==> src/rtl/desc_chain_pkg.sv <==
package desc_chain_pkg;
  localparam int NODE_WORDS = 8;
  localparam int IDX_W      = $clog2(NODE_WORDS);
  localparam int FLD_GEN    = 0;
  localparam int FLD_PORT   = 1;
  localparam int FLD_SRC    = 2;
  localparam int FLD_DST    = 3;
  localparam int FLD_SIZE   = 4;
  localparam int FLD_NEXT   = 5;
  localparam int FLD_DONE   = 6;
  localparam int FLD_CTRL   = 7;

  typedef enum logic [1:0] {
    ST_IDLE   = 2'd0,
    ST_FETCH  = 2'd1,
    ST_LAUNCH = 2'd2,
    ST_RUN    = 2'd3
  } seqState_t;

  typedef struct packed {
    logic             capture;
    logic [IDX_W-1:0] wordIdx;
    logic             ptrFromReg;
    logic             ptrFromNext;
  } dpStrobe_t;
endpackage

==> src/rtl/desc_chain_dp.sv <==
module desc_chain_dp
  import desc_chain_pkg::*;
#(
  parameter int ADDR_W = 32,
  parameter int DATA_W = 32
) (
  input  logic                         clk,
  input  logic                         rst_n,
  input  logic                         nodeRegWr,
  input  logic [DATA_W-1:0]            nodeRegData,
  input  dpStrobe_t                    stb,
  input  logic [DATA_W-1:0]            memRdData,
  output logic [ADDR_W-1:0]            memAddr,
  output logic [NODE_WORDS*DATA_W-1:0] fieldsFlat,
  output logic                         nextZero
);
  localparam int PTR_W = ADDR_W - 2;

  logic [PTR_W-1:0]  nodeReg;
  logic [PTR_W-1:0]  curPtr;
  logic [DATA_W-1:0] fieldQ [NODE_WORDS];

  // node pointer register: low two bits dropped, so word aligned
  always_ff @(posedge clk) begin
    if (!rst_n) begin
      nodeReg <= '0;
    end else if (nodeRegWr) begin
      nodeReg <= nodeRegData[ADDR_W-1:2];
    end
  end

  // current node pointer
  always_ff @(posedge clk) begin
    if (!rst_n) begin
      curPtr <= '0;
    end else if (stb.ptrFromReg) begin
      curPtr <= nodeReg;
    end else if (stb.ptrFromNext) begin
      curPtr <= fieldQ[FLD_NEXT][ADDR_W-1:2];
    end
  end

  // one capture register per node word
  for (genvar g = 0; g < NODE_WORDS; g++) begin : gField
    always_ff @(posedge clk) begin
      if (!rst_n) begin
        fieldQ[g] <= '0;
      end else if (stb.capture && (stb.wordIdx == IDX_W'(g))) begin
        fieldQ[g] <= memRdData;
      end
    end
    assign fieldsFlat[g*DATA_W +: DATA_W] = fieldQ[g];
  end

  assign memAddr  = {curPtr, 2'b00} + ADDR_W'({stb.wordIdx, 2'b00});
  assign nextZero = (fieldQ[FLD_NEXT][ADDR_W-1:2] == '0);
endmodule

==> src/rtl/desc_chain_ctrl.sv <==
module desc_chain_ctrl
  import desc_chain_pkg::*;
(
  input  logic      clk,
  input  logic      rst_n,
  input  logic      startReq,
  input  logic      cancelReq,
  input  logic      memAck,
  input  logic      engDone,
  input  logic      nextZero,
  output dpStrobe_t stb,
  output logic      memReq,
  output logic      cmdStart,
  output logic      loadEvt,
  output logic      cmdDoneEvt,
  output logic      engAbort,
  output logic      busy
);
  seqState_t        state, stateNxt;
  logic [IDX_W-1:0] wordIdx;
  logic             firstNode;
  logic             lastWord;
  logic             wordTaken;
  logic             doneTaken;

  assign memReq    = (state == ST_FETCH);
  assign wordTaken = memReq && memAck;
  assign lastWord  = (wordIdx == IDX_W'(NODE_WORDS - 1));
  assign doneTaken = (state == ST_RUN) && engDone && !cancelReq;
  assign cmdStart  = (state == ST_LAUNCH);
  assign loadEvt   = (state == ST_LAUNCH) && firstNode;
  assign busy      = (state != ST_IDLE);

  always_comb begin
    stateNxt = state;
    if (cancelReq) begin
      stateNxt = ST_IDLE;
    end else begin
      unique case (state)
        ST_IDLE:   if (startReq) stateNxt = ST_FETCH;
        ST_FETCH:  if (wordTaken && lastWord) stateNxt = ST_LAUNCH;
        ST_LAUNCH: stateNxt = ST_RUN;
        ST_RUN:    if (engDone) stateNxt = nextZero ? ST_IDLE : ST_FETCH;
        default:   stateNxt = ST_IDLE;
      endcase
    end
  end

  always_comb begin
    stb.capture     = wordTaken && !cancelReq;
    stb.wordIdx     = wordIdx;
    stb.ptrFromReg  = (state == ST_IDLE) && startReq && !cancelReq;
    stb.ptrFromNext = doneTaken && !nextZero;
  end

  always_ff @(posedge clk) begin
    if (!rst_n) begin
      state      <= ST_IDLE;
      wordIdx    <= '0;
      firstNode  <= 1'b0;
      cmdDoneEvt <= 1'b0;
      engAbort   <= 1'b0;
    end else begin
      state      <= stateNxt;
      cmdDoneEvt <= doneTaken;
      engAbort   <= cancelReq;
      if (cancelReq || stb.ptrFromReg) begin
        wordIdx <= '0;
      end else if (wordTaken) begin
        wordIdx <= lastWord ? '0 : wordIdx + 1'b1;
      end
      if (stb.ptrFromReg) begin
        firstNode <= 1'b1;
      end else if (cancelReq || state == ST_LAUNCH) begin
        firstNode <= 1'b0;
      end
    end
  end
endmodule

==> src/rtl/desc_chain_seq.sv <==
module desc_chain_seq
  import desc_chain_pkg::*;
#(
  parameter int          ADDR_W      = 32,
  parameter int          DATA_W      = 32,
  parameter int          OFS_W       = 6,
  parameter logic [5:0]  NODE_OFS    = 6'h14,
  parameter logic [5:0]  CTRL_OFS    = 6'h1C,
  parameter int          LIST_EN_BIT = 4,
  parameter int          CANCEL_BIT  = 20
) (
  input  logic              clk,
  input  logic              rst_n,
  input  logic              regWrEn,
  input  logic [OFS_W-1:0]  regAddr,
  input  logic [DATA_W-1:0] regWrData,
  output logic              memReq,
  output logic [ADDR_W-1:0] memAddr,
  input  logic              memAck,
  input  logic [DATA_W-1:0] memRdData,
  output logic [DATA_W-1:0] engGenCfg,
  output logic [DATA_W-1:0] engPortCfg,
  output logic [DATA_W-1:0] engSrcAddr,
  output logic [DATA_W-1:0] engDstAddr,
  output logic [DATA_W-1:0] engXferSize,
  output logic [DATA_W-1:0] engNextAddr,
  output logic [DATA_W-1:0] engDoneCount,
  output logic [DATA_W-1:0] engCtrlStat,
  output logic              cmdStart,
  input  logic              engDone,
  output logic              engAbort,
  output logic              loadEvt,
  output logic              cmdDoneEvt,
  output logic              busy
);
  logic                         ctrlWr;
  logic                         nodeRegWr;
  logic                         startReq;
  logic                         cancelReq;
  logic                         nextZero;
  dpStrobe_t                    stb;
  logic [NODE_WORDS*DATA_W-1:0] fieldsFlat;

  assign ctrlWr    = regWrEn && (regAddr == OFS_W'(CTRL_OFS));
  assign nodeRegWr = regWrEn && (regAddr == OFS_W'(NODE_OFS));
  assign cancelReq = ctrlWr && regWrData[CANCEL_BIT];
  assign startReq  = ctrlWr && regWrData[LIST_EN_BIT];

  desc_chain_ctrl u_ctrl (
    .clk        (clk),
    .rst_n      (rst_n),
    .startReq   (startReq),
    .cancelReq  (cancelReq),
    .memAck     (memAck),
    .engDone    (engDone),
    .nextZero   (nextZero),
    .stb        (stb),
    .memReq     (memReq),
    .cmdStart   (cmdStart),
    .loadEvt    (loadEvt),
    .cmdDoneEvt (cmdDoneEvt),
    .engAbort   (engAbort),
    .busy       (busy)
  );

  desc_chain_dp #(.ADDR_W(ADDR_W), .DATA_W(DATA_W)) u_dp (
    .clk         (clk),
    .rst_n       (rst_n),
    .nodeRegWr   (nodeRegWr),
    .nodeRegData (regWrData),
    .stb         (stb),
    .memRdData   (memRdData),
    .memAddr     (memAddr),
    .fieldsFlat  (fieldsFlat),
    .nextZero    (nextZero)
  );

  assign engGenCfg    = fieldsFlat[FLD_GEN*DATA_W  +: DATA_W];
  assign engPortCfg   = fieldsFlat[FLD_PORT*DATA_W +: DATA_W];
  assign engSrcAddr   = fieldsFlat[FLD_SRC*DATA_W  +: DATA_W];
  assign engDstAddr   = fieldsFlat[FLD_DST*DATA_W  +: DATA_W];
  assign engXferSize  = fieldsFlat[FLD_SIZE*DATA_W +: DATA_W];
  assign engNextAddr  = fieldsFlat[FLD_NEXT*DATA_W +: DATA_W];
  assign engDoneCount = fieldsFlat[FLD_DONE*DATA_W +: DATA_W];
  assign engCtrlStat  = fieldsFlat[FLD_CTRL*DATA_W +: DATA_W];
endmodule

==> config.mk <==
export PLATFORM = sky130hd
export DESIGN_NAME = desc_chain_seq
export DESIGN_NICKNAME = d
export VERILOG_FILES = /design/src/rtl/desc_chain_pkg.sv /design/src/rtl/desc_chain_dp.sv /design/src/rtl/desc_chain_ctrl.sv /design/src/rtl/desc_chain_seq.sv
export SDC_FILE = /design/constraint.sdc
export NUM_CORES = 1
export LEC_CHECK = 0
export BUFFER_PORTS_ARGS = -buffer_cell sky130_fd_sc_hd__buf_2
export CELL_PAD_IN_SITES_DETAIL_PLACEMENT = 1
export CELL_PAD_IN_SITES_GLOBAL_PLACEMENT = 2
export CORE_MARGIN = 2
export CORE_UTILIZATION = 34
export DETAILED_ROUTE_END_ITERATION = 8
export PLACE_DENSITY = 0.92
export SLEW_MARGIN = 30
export SYNTH_ARGS = -nofsm -noshare
export SYNTH_HDL_FRONTEND = slang
export SYNTH_SLANG_ARGS = --single-unit
==> constraint.sdc <==
create_clock -name clk -period 3 [get_ports clk]
set_clock_uncertainty 0.1 [all_clocks]
set_input_delay 0.3 -clock clk [delete_from_list [all_inputs] [get_ports clk]]
set_output_delay 0.3 -clock clk [all_outputs]
set_load 0.02 [all_outputs]
# Word-level counts from Yosys, hierarchy flattened
# Memory sizes are Yosys's and may differ from the RTL's.
# Cells that the tools add are included.
[totals]
reg_bits = 68
ram_bits = 256
inputBits = 75
out_inout_bits = 294
elab_cells = 111
mem_count = 1
[mem_list]
columns = ["name", "words", "width", "rd", "rd_clocked_by_memory_dff", "write_ports", "line_no", "rtl"]
rows = [
  ["u_dp.fieldQ", 8, 32, 8, 0, 8, "desc_chain_dp.sv:21", "logic [DATA_W-1:0] fieldQ [NODE_WORDS];"],
]
[op_classes]
add_sub_neg = 2
n_eq_ne = 15
muxes = 43
bitwise = 9
reduce_logical = 34
[ops]
columns = ["op", "count"]
rows = [
  ["$mux 32", 8],
  ["$mux 30", 2],
  ["$add 32x5->32", 1],
  ["$logic_not 30->1", 1],
  ["$mux 1", 28],
  ["$logic_and 1x1->1", 21],
  ["$eq 3x3->1 const B", 4],
  ["$eq 6x5->1 const B", 2],
  ["$or 1x1->1", 8],
  ["$pmux 2 s4", 1],
  ["$eq 3x2->1 const B", 2],
  ["$mux 2", 3],
  ["$reduce_bool 2->1", 3],
  ["$eq 2x2->1 const B", 2],
  ["$ne 2x2->1 const B", 2],
  ["$reduce_or 2->1", 2],
  ["$add 3x1->3 const B", 1],
  ["$eq 3x1->1 const B", 1],
  ["$logic_not 3->1", 1],
  ["$mux 3", 1],
  ["$reduce_and 3->1", 1],
  ["$eq 2x1->1 const B", 1],
  ["$logic_not 1->1", 2],
  ["$logic_not 2->1", 1],
  ["3 further kinds", 4],
]

# Longest topological paths before layout
[depth]
depth_word = 10
mapped_depth = 9
mapped_depth_nobuf = 8

# Cells and area by module
# Synthesis repeated with hierarchy kept, for this count alone.
[unflattened]
cells_unflattened = 988
area_unflattened_um2 = 13301.5
[modules_own_cells]
columns = ["module", "instances", "cells_each", "area_each_um2", "seq_area_each_um2"]
rows = [
  ["desc_chain_dp", 1, 931, 12789.8, 8888.5],
  ["desc_chain_ctrl", 1, 50, 464.2, 160.2],
  ["desc_chain_seq", 1, 7, 47.5, 0.0],
]

# Worst setup path after synthesis
# Ideal clock, no wire load.
[synth_timing]
path_type = "register to register"
from = "register u_ctrl.state[1]"
to = "memory u_dp.fieldQ[0][0] (enable)"
setup_ns = 0.389
t_arrival_ns = 2.200
required_time_ns = 2.511
setup_slack_ns = 0.310
path_stages_with_launch = 8
n_path_buf = 0
period_less_slack_ns = 2.690
cell_sequence = "dfxtp_1 > inv_1 > ha_1 > nand2_1 > a41oi_4 > and2_1 > nand2_1 > nand2_1"
[synth_lines]
columns = ["item", "line_no", "rtl"]
rows = [
  ["start, declared", "desc_chain_ctrl.sv:19", "seqState_t state, stateNxt;"],
  ["start signal, assigned", "desc_chain_ctrl.sv:64", "state <= stateNxt;"],
  ["end, declared", "desc_chain_dp.sv:21", ""],
]

# Worst setup path in the final report
[layout_timing]
from = "register u_ctrl.wordIdx[0]"
to = "output port memAddr[12]"
[layout_between]
elab_chain_len = 1
[layout_rtl]
columns = ["item", "line_no", "rtl"]
rows = [
  ["start, declared", "desc_chain_ctrl.sv:20", "logic [IDX_W-1:0] wordIdx;"],
  ["start signal, assigned", "desc_chain_ctrl.sv:70", "wordIdx <= lastWord ? '0 : wordIdx + 1'b1;"],
  ["$add 32x5->32", "desc_chain_dp.sv:55", "assign memAddr = {curPtr, 2'b00} + ADDR_W'({stb.wordIdx, 2'b00});"],
  ["end, declared", "desc_chain_seq.sv:18", "output logic [ADDR_W-1:0] memAddr,"],
]
# No other way between the ends.

==> metrics.yaml <==
status:
  status: "completed"
yosys:
  synth.yosys.warnings: 0
  synth_area_leaders: "edfxtp_1 (59%), dfxtp_1 (10%), and2_1 (8.0%)"
  synth_cells: 1003
  synth_common_cells: "edfxtp_1 (256), and2_1 (166), and3_1 (101), nand2_1 (90), dfxtp_1 (68)"
  synth-seq-cells: 324
  syn_area_um2: 13000
  synth_most_common_cell: "edfxtp_1"
  avgSynthCellArea_um2: 13.0
  synthFlopType: "edfxtp_1"
  synth-edff-count: 256
  async_flop_share: 0
  post-synth-top-area-cell: "edfxtp_1"
  synth.distinct_cells: 42
  ys_seq_area_frac: 0.696
  netlist.area_leader.share: 0.591
clock_tree:
  insertion_delay_ns: 0.53
  cts-root-buf: "clkbuf_16"
  clock_sinks: 324
  cts_tree: "yes"
  clockBufferDepth: 3
  cts.clk_slew.worst_paths_ns: 0.06
  cts-buffers-inserted: 37
  htreeDepth: 2
pwr:
  power.density_nw_per_um2: 608
  max-vdd-ir-drop_mv: 0.448
  power_leakage_nw: 7.43
die:
  dieHeight_um: 200
  die-area_um2: 39800
  fp-row-count: 71
  ioPinCount: 369
  start_util: 0.345
  fp.dieW_um: 200
  core-area_um2: 37700
final_layout:
  drive_gt1_frac: 0.338
  nets: 1500
  seq_area_um2: 9060
  area_delta_synth_final_pct: 31.8
  insertedDiodeCount: 0
  multiInputGateArea_um2: 3760
  n_fill_cell: 4055
  fin_util: 0.455
critical_path:
  cpPeakStageDelay_ns: 0.37
  endpoint_kind: "primary output"
  cp.arrival_ns: 2.52
  cpMaxStageDelayCell: "dfxtp_4"
  critPathMaxFanout: 3
  startpoint_type: "register"
  critPathKind: "reg -> out"
  regToRegSetupSlack_ns: 0.44
  cp.required_ns: 2.60
  path_cells: "ha_4 -> inv_2 -> fa_2 -> nor2b_1 -> o21a_1 -> buf_6 -> and4_4 -> nand4_1 -> xnor2_1 -> buf_4"
detailed_routing:
  antenna_left: 0
  vias: 9810
  routed_wl_um: 44100
  via_per_inst: 5.05
  detail_route.wl_per_cell_um: 22.7
  drc: 0
  first_pass_iters: 4
  initialDrtViolationCount: 483
sta:
  setup_slack_ns: 0.0844
  setup_viol: 0
  slew_viol_final: 0
  period_needed_ns: 2.92
  fin_crit_sh: 0.972
  final_hold_viol_count: 0
  max-slew-margin-rel: 0.370
  tightest_slew_ns: 0.943
  grt_setup_unrepaired: "true"
  max_freq_ghz: 0.343
job:
  cap_violations: 0
global_route:
  antenna_found_initial: 1
  grt.total_usage: 0.220
  grt_pass1_vias: 10500
  grt-ovfl-total: 0
  grt_first_pass_wirelength_um: 64700
  grt_max_degree: 58
placed_design:
  io_buffer_count: 364
  dp_slack_ns: 0.339
  hpwl_um: 30700
  gp_congestion: 0.809
hold_path:
  hold_path_class: "in -> reg"
-- cell usage in the layout (no fill, tap or decap), types with 2 or more instances in the layout --
| master | n |
|---|---|
| inv_2 | 2 |
| nor2b_1 | 3 |
| dfxtp_2 | 3 |
| and2_1 | 166 |
| nor2_2 | 3 |
| clkinv_1 | 5 |
| nor3_1 | 3 |
| bufinv_16 | 3 |
| inv_1 | 8 |
| a21oi_1 | 36 |
| buf_12 | 7 |
| ha_4 | 2 |
| clkbuf_8 | 2 |
| nand2_1 | 82 |
| nand2_2 | 8 |
| buf_4 | 30 |
| a221oi_1 | 30 |
| nor2_4 | 2 |
| and3_1 | 100 |
| buf_2 | 362 |
| clkbuf_1 | 8 |
| dfxtp_1 | 64 |
| conb_1 | 2 |
| edfxtp_1 | 256 |
| xnor2_1 | 21 |
| o211ai_1 | 2 |
| clkinv_2 | 4 |
| nor3_2 | 3 |
| dlygate4sd3_1 | 31 |
| nor4_1 | 7 |
| nand3_1 | 13 |
| xor2_1 | 6 |
| ha_1 | 12 |
| and4_1 | 3 |
| o21ai_0 | 31 |
| inv_6 | 2 |
| nand4_1 | 11 |
| nor2_1 | 41 |
| clkbuf_16 | 37 |
-- area by class of cell --
type	instances	area share
multi-input combinational	605	0.219
timing repair buffer	431	0.146
clock inverter	15	0.00913
inverter	11	0.00241
tap	511	0.0373
sequential	324	0.529
clock buffer	47	0.0574
-- kinds of logic (layout without fill, tap and decap cells) --
logic type / after synthesis / count (layout) / synth area share
DFF: 324 / 324 / 0.696
and+or+nand+nor: 454 / 454 / 0.194
other: 1 / 2 / 0.000288
buffers and inverters: 75 / 504 / 0.0228
AOI/OAI and AO/OA: 105 / 105 / 0.0523
muxes: 2 / 2 / 0.00192
xor gates and xnor gates: 27 / 27 / 0.0182
adders and majority gates: 15 / 15 / 0.0150
-- what timing repair did --
action / in CTS / in global routing
setup endpoints to repair: 11 / 16
pin swaps: 2 / 5
endpoints found under the hold margin: 31 / 0
setup buffers: 3 / 3
hold buffers: 31 / 0
gates resized for setup: 9 / 10
-- stage by stage --
| stage | area [um2] | hold slack, ns | total power, mW | TNS, ns | cells |
|---|---|---|---|---|---|
| 2_1_floorplan | 13000 | 0.318 | 5.66 | 0 | 1004 |
| 3_3_place_gp | 15600 | 0.344 | 6.09 | 0 | 1845 |
| 3_5_place_dp | 15600 | 0.347 | 6.13 | 0 | 1845 |
| 4_1_cts | 17100 | 0.0168 | 10.5 | -0.0238 | 1941 |
| 5_1_grt | 17100 | 0.0714 | 10.8 | -0.107 | 1944 |
| 6_report | 17100 | 0.0588 | 10.4 | 0 | 1944 |
-- layer usage --
layer	part of all wire	vias to the layer above	track usage
met1	0.39	4934	0.260
met4	0.034	0	0.0908
met2	0.51	368	0.383
li1	-	4418	-
met3	0.068	90	0.0527
met5	0	-	0
-- state kept, by name, indices dropped and copies added, names as in the netlist --
name / cells
u_ctrl.wordIdx: 3
u_ctrl.cmdDoneEvt: 1
u_dp.nodeReg: 30
u_ctrl.firstNode: 1
u_ctrl.state: 2
u_ctrl.engAbort: 1
u_dp.fieldQ: 256
u_dp.curPtr: 30
-- worst paths after layout --
kind	from	cells past startpoint	endpoint
max	u_ctrl.wordIdx[0]	10	memAddr[12]
min	regAddr[1]	4	u_ctrl.engAbort
max reg2reg	u_ctrl.state[1]	8	u_dp.fieldQ[1][1]
min reg2reg	u_dp.nodeReg[7]	2	u_dp.nodeReg[7]
-- power breakdown --
group	internal, mW	leakage [nW]	switching [mW]
registers	5.01	3.19	0.0773
logic	0.290	3.68	0.684
clock network	2.57	0.558	1.79
total	7.88	7.43	2.55
-- critical path: cells and delay by family (launching register included) --
kind | cells | cell delay [ns]
buf+inv | 3 | 0.33
fa+ha+maj | 2 | 0.49
simple gates | 3 | 0.48
compound gates | 1 | 0.16
xor+xnor | 1 | 0.16
flops | 1 | 0.37
No activity file was read; power rests on OpenSTA's default activity.
